$ cat src/rtl/dpc_pkg.sv
package dpc_pkg;

  typedef enum logic [1:0] {
    ST_STOPPED   = 2'd0,
    ST_RUNNING   = 2'd1,
    ST_SUSPENDED = 2'd2
  } chan_state_e;

  // word index of each register in the map
  localparam int unsigned REG_CTRL = 0;
  localparam int unsigned REG_POLL = 1;
  localparam int unsigned REG_BASE = 2;

  // control register bit positions
  localparam int unsigned CTRL_START_BIT = 0;
  localparam int unsigned CTRL_STOP_BIT  = 1;

endpackage

$ cat src/rtl/dpc_regs.sv
module dpc_regs
  import dpc_pkg::*;
#(
  parameter int unsigned ADDR_W = 32,
  parameter int unsigned REG_AW = 4,
  parameter int unsigned DATA_W = 32
) (
  input  logic              clk,
  input  logic              rst,
  input  logic              reg_wr,
  input  logic [REG_AW-1:0] reg_addr,
  input  logic [DATA_W-1:0] reg_wdata,
  input  chan_state_e       state_i,
  output logic              start_o,
  output logic              stop_o,
  output logic              poll_o,
  output logic [ADDR_W-1:0] base_o,
  output logic [DATA_W-1:0] rdata_o
);

  localparam int unsigned IDX_W = REG_AW - 2;

  logic [IDX_W-1:0]  idx;
  logic [ADDR_W-1:0] base_q;
  logic [DATA_W-1:0] rdata_n;
  logic              unused_low_addr;

  assign idx             = reg_addr[REG_AW-1:2];
  assign unused_low_addr = ^reg_addr[1:0];

  // command pulses act on the same edge the write is sampled
  assign start_o = reg_wr && (idx == IDX_W'(REG_CTRL)) && reg_wdata[CTRL_START_BIT];
  assign stop_o  = reg_wr && (idx == IDX_W'(REG_CTRL)) && reg_wdata[CTRL_STOP_BIT];
  assign poll_o  = reg_wr && (idx == IDX_W'(REG_POLL));

  // base register is locked unless the channel is stopped; word aligned
  always_ff @(posedge clk) begin
    if (rst) begin
      base_q <= '0;
    end else if (reg_wr && (idx == IDX_W'(REG_BASE)) && (state_i == ST_STOPPED)) begin
      base_q <= {reg_wdata[ADDR_W-1:2], 2'b00};
    end
  end

  always_comb begin
    rdata_n = '0;
    if (idx == IDX_W'(REG_BASE)) begin
      rdata_n[ADDR_W-1:0] = base_q;
    end
  end

  always_ff @(posedge clk) begin
    if (rst) begin
      rdata_o <= '0;
    end else begin
      rdata_o <= rdata_n;
    end
  end

  assign base_o = base_q;

endmodule

$ cat src/rtl/dpc_fsm.sv
module dpc_fsm
  import dpc_pkg::*;
#(
  parameter int unsigned ADDR_W     = 32,
  parameter int unsigned DESC_BYTES = 16
) (
  input  logic              clk,
  input  logic              rst,
  input  logic              start_i,
  input  logic              stop_i,
  input  logic              poll_i,
  input  logic              desc_valid_i,
  input  logic              desc_owned_i,
  input  logic [ADDR_W-1:0] base_i,
  output chan_state_e       state_o,
  output logic [ADDR_W-1:0] cur_o,
  output logic              desc_req_o
);

  localparam logic [ADDR_W-1:0] STEP = ADDR_W'(DESC_BYTES);

  chan_state_e       st_q, st_n;
  logic [ADDR_W-1:0] cur_q, cur_n;
  logic              req_q;

  always_comb begin
    st_n  = st_q;
    cur_n = cur_q;
    if (stop_i) begin
      st_n = ST_STOPPED;
    end else begin
      case (st_q)
        ST_STOPPED: begin
          if (start_i) begin
            st_n  = ST_RUNNING;
            cur_n = base_i;
          end
        end
        ST_RUNNING: begin
          if (desc_valid_i) begin
            if (desc_owned_i) cur_n = cur_q + STEP;
            else              st_n  = ST_SUSPENDED;
          end
        end
        ST_SUSPENDED: begin
          // a poll re-enters running, which re-checks the same descriptor
          if (poll_i) st_n = ST_RUNNING;
        end
        default: st_n = ST_STOPPED;
      endcase
    end
  end

  always_ff @(posedge clk) begin
    if (rst) begin
      st_q  <= ST_STOPPED;
      cur_q <= '0;
      req_q <= 1'b0;
    end else begin
      st_q  <= st_n;
      cur_q <= cur_n;
      req_q <= (st_n == ST_RUNNING);
    end
  end

  assign state_o    = st_q;
  assign cur_o      = cur_q;
  assign desc_req_o = req_q;

endmodule

$ cat src/rtl/rx_desc_poll_ctrl.sv
module rx_desc_poll_ctrl
  import dpc_pkg::*;
#(
  parameter int unsigned ADDR_W     = 32,
  parameter int unsigned REG_AW     = 4,
  parameter int unsigned DATA_W     = 32,
  parameter int unsigned DESC_BYTES = 16
) (
  input  logic              clk,
  input  logic              rst,
  input  logic              reg_wr,
  input  logic [REG_AW-1:0] reg_addr,
  input  logic [DATA_W-1:0] reg_wdata,
  output logic [DATA_W-1:0] reg_rdata,
  output logic              desc_req,
  input  logic              desc_valid,
  input  logic              desc_owned,
  output logic [ADDR_W-1:0] cur_desc_addr,
  output logic [1:0]        chan_state
);

  chan_state_e       state;
  logic              start_cmd, stop_cmd, poll_cmd;
  logic [ADDR_W-1:0] base_addr;

  dpc_regs #(
    .ADDR_W (ADDR_W),
    .REG_AW (REG_AW),
    .DATA_W (DATA_W)
  ) i_regs (
    .clk       (clk),
    .rst       (rst),
    .reg_wr    (reg_wr),
    .reg_addr  (reg_addr),
    .reg_wdata (reg_wdata),
    .state_i   (state),
    .start_o   (start_cmd),
    .stop_o    (stop_cmd),
    .poll_o    (poll_cmd),
    .base_o    (base_addr),
    .rdata_o   (reg_rdata)
  );

  dpc_fsm #(
    .ADDR_W     (ADDR_W),
    .DESC_BYTES (DESC_BYTES)
  ) i_fsm (
    .clk          (clk),
    .rst          (rst),
    .start_i      (start_cmd),
    .stop_i       (stop_cmd),
    .poll_i       (poll_cmd),
    .desc_valid_i (desc_valid),
    .desc_owned_i (desc_owned),
    .base_i       (base_addr),
    .state_o      (state),
    .cur_o        (cur_desc_addr),
    .desc_req_o   (desc_req)
  );

  assign chan_state = state;

endmodule

$ cat config.mk
export PLATFORM = sky130hd
export DESIGN_NAME = rx_desc_poll_ctrl
export DESIGN_NICKNAME = d
export VERILOG_FILES = /design/src/rtl/dpc_pkg.sv /design/src/rtl/dpc_regs.sv /design/src/rtl/dpc_fsm.sv /design/src/rtl/rx_desc_poll_ctrl.sv
export SDC_FILE = /design/constraint.sdc
export NUM_CORES = 1
export LEC_CHECK = 0
export BUFFER_PORTS_ARGS = -buffer_cell sky130_fd_sc_hd__clkbuf_2
export CAP_MARGIN = 20
export CORE_MARGIN = 5
export CORE_UTILIZATION = 45
export DETAILED_ROUTE_END_ITERATION = 16
export GPL_ROUTABILITY_DRIVEN = 0
export PLACE_DENSITY = 0.76
export SETUP_SLACK_MARGIN = 0.15
export SYNTH_ARGS = -nofsm -noshare
export SYNTH_HDL_FRONTEND = slang
export SYNTH_SLANG_ARGS = --single-unit
$ cat constraint.sdc
create_clock -name clk -period 1.6 [get_ports clk]
set_input_delay 0.08 -clock clk [delete_from_list [all_inputs] [get_ports clk]]
set_output_delay 0.08 -clock clk [all_outputs]
set_load 0.02 [all_outputs]
==> impl_results.md <==
* Initial antenna violation count at 0
* Setup TNS at -0.9145 ns
* Global-route wire length before repair at 21.06 mm
* Row cnt at 34
* DIE AREA at 10,830 um2
* Final setup violation count at 8
* Routed WL at 15.19 mm
* Synth Flop Type: dfxtp_1
* Worst R2R Start: i_fsm.cur_o[5]
* Most frequent cell after synthesis: dfxtp_1
* Clock-pin slew on the worst setup and hold paths at 0.09 ns
* Residual DRC at 0
* Leakage at 2.723 nW
* Antenna cells at 0
* Period minus WS final at 1.858 ns
* Final Net Count at 732
* FF-to-FF path depth at 6
* Final Cycle Share at 116.1%
* Placed cell area at 5132 um2
* Vias per inst at 5.777
* CP endpoint kind: flip-flop
* RR Endpoint: i_fsm.cur_o[27]
* Fraction of layout instances using a drive strength above 1 at 42.88%
* WHS Path Cells at 2
* Initial DRC Count at 426
* CP arrival at 2.15 ns
* Io pins at 108
* R2r setup slk at -0.26 ns
* Deepest clock path buffer count at 2
* Pre-CTS setup slack at -0.05659 ns
* Top cells by instance count after synthesis: 93 x dfxtp_1, 86 x nand2_1, 65 x a21oi_1, 33 x and2_1, 32 x nor2_1
* Vias in the first global route at 4,233
* TritonCTS clock tree: yes
* Violated checks: negative setup slack
* Post-Syn Instances at 486
* Length of the first detailed-routing pass in iterations at 5
* Worst EP required at 1.89 ns
* Post-synth top area share at 46.73%
* EDFF count, synth at 0
* Wire per inst at 18.91 um
* Initial Utilization at 45.91%
* RSZ-0062 raised after global routing: yes
* Post-Layout Cell Count at 803
* Max VDD drop at 0.0003666 V
* Register area at 1913 um2
* Remaining global-route overflow at 0
* CTS Buf Count at 9
* Layout Skew at 0.008749 ns
* Area taken by multi-input logic gates at 2372 um2
* CP Class: flip-flop to flip-flop
* Status: complete, but fails checks
* Synth Register Bits at 93
* Startpoint Class: flip-flop
* Area delta synth->final at 60.55%
* Num Clock Sinks at 93
* Finished Cell Area at 6396 um2
* Dominant cell type by area after synthesis: dfxtp_1
* Worst-path maximum fanout at 4
* Mean Syn Cell Area at 8.197 um2
* Fin. max-slew vios at 0
* Number of fill cells at 570
* Total GRT Usage at 23.13%
* Die width at 104.1 um
* Htree depth at 3
* Synth cell types at 55
* Worst Hold End: i_regs.base_o[24]
* Final setup margin at -0.2584 ns
* Dpl cells at 724
* HPWL Detailed at 8.005 mm
* Largest net degree at the start of global routing at 47
* Chip Height at 104.1 um
* Ys Warns at 0
* Peak Freq at 538.1 MHz
* Cell Area, Synth at 3984 um2
* Synth top area cells: dfxtp_1 47%, a21oi_1 8.2%, nand2_1 8.1%
* Via count at 4,639
* Clk root buf: clkbuf_8
* Worst hold start: rst
* Worst Hold Class: primary input to flip-flop
* Pwr Density at 729.2 nW/um2
* Max-cap violations at 0
* Later-pin clock latency in the skew report at 0.38 ns
* # port buffers at 101
* Seq/Total Area, Yosys at 46.73%
* Post-DRT Antenna Nets at 0
* Core ar. at 8678 um2
* Async SR Flop Fraction at 0%
* Hold Fails Final Rpt at 0
-- logic make-up after synthesis --
kind of cell	synth area share [%]
AOI/OAI and AO/OA	19.54
adders and majority gates	0.3140
buffers and inverters	3.957
DFF	46.73
muxes	0.2513
other	0.09413
and+or+nand+nor	29.11
-- metrics by stage --
step	power [mW]	utilization (%)	hold WS [ns]
2_1_floorplan	2.652	-	0.2160
3_3_place_gp	2.805	59.14	0.3050
3_5_place_dp	2.816	59.14	0.3120
4_1_cts	4.563	68.96	0.06074
5_1_grt	4.828	73.70	0.08052
6_report	4.664	73.70	0.08302
-- metal layers --
metal | vias to the layer above | global-route usage (%) | routed length (um)
li1 | 2109 | - | -
met2 | 269 | 37.75 | 7519
met3 | 81 | 4.407 | 1148
met4 | 0 | 10.92 | 634
met5 | - | 0 | 0
met1 | 2180 | 29.35 | 5883
-- area by class of cell --
cell class	count	area share (%)
timing repair buffer	225	27.45
sequential	93	29.91
clock buffer	14	2.719
inverter	2	0.1174
tap	108	2.113
clock inverter	2	0.6064
multi-input combinational	359	37.09
-- worst max-delay path: stages (launching register included) --
cell and delay (ns):
dfxtp_4 0.40, nand4_4 0.12, nor4_4 0.33, buf_4 0.19, nand3_2 0.11, or4_1 0.44, a31oi_1 0.18
-- what timing repair did --
action,CTS,global route
buffers inserted,15,13
endpoints found under the hold margin,31,0
pin swaps,38,25
endpoints found under the setup margin,28,33
resized for setup,50,63
cloned,2,3
hold buffers,31,0
-- how the worst max path moves through the flow --
stage,start,to,slack [ns]
2_1_floorplan,i_fsm.state_o[0],i_fsm.cur_o[31],-0.07
3_3_place_gp,i_fsm.cur_o[18],i_fsm.cur_o[31],-0.02
3_5_place_dp,i_fsm.cur_o[18],i_fsm.cur_o[27],-0.06
4_1_cts,i_fsm.cur_o[14],i_fsm.cur_o[27],-0.06
5_1_grt,i_fsm.cur_o[5],i_fsm.cur_o[27],-0.32
6_report,i_fsm.cur_o[5],i_fsm.cur_o[27],-0.26
-- flip-flops by register name, indices dropped and copies added (netlist names) --
signal / cells
i_fsm.cur_o: 30
i_regs.rdata_o: 30
i_fsm.state_o: 2
i_fsm.desc_req_o: 1
i_regs.base_o: 30
-- where the power goes --
part	switching [mW]	internal, mW
Sequential	0.0442	2.35
Combinational	0.293	0.265
Clock	0.850	0.867
-- placed cells by master, fill, tap and decap left out, types with 8 or more instances in the layout --
master / n
a21oi_1: 53
clkbuf_2: 101
nand2_1: 83
dfxtp_2: 8
dlygate4sd3_1: 31
o21ai_1: 12
dfxtp_1: 74
nand3_1: 12
buf_6: 21
and2_1: 33
buf_4: 59
clkbuf_8: 10
nor2_1: 24
nand4_1: 10
a21oi_2: 12
dfxtp_4: 11
(Power assumes the default switching activity.)
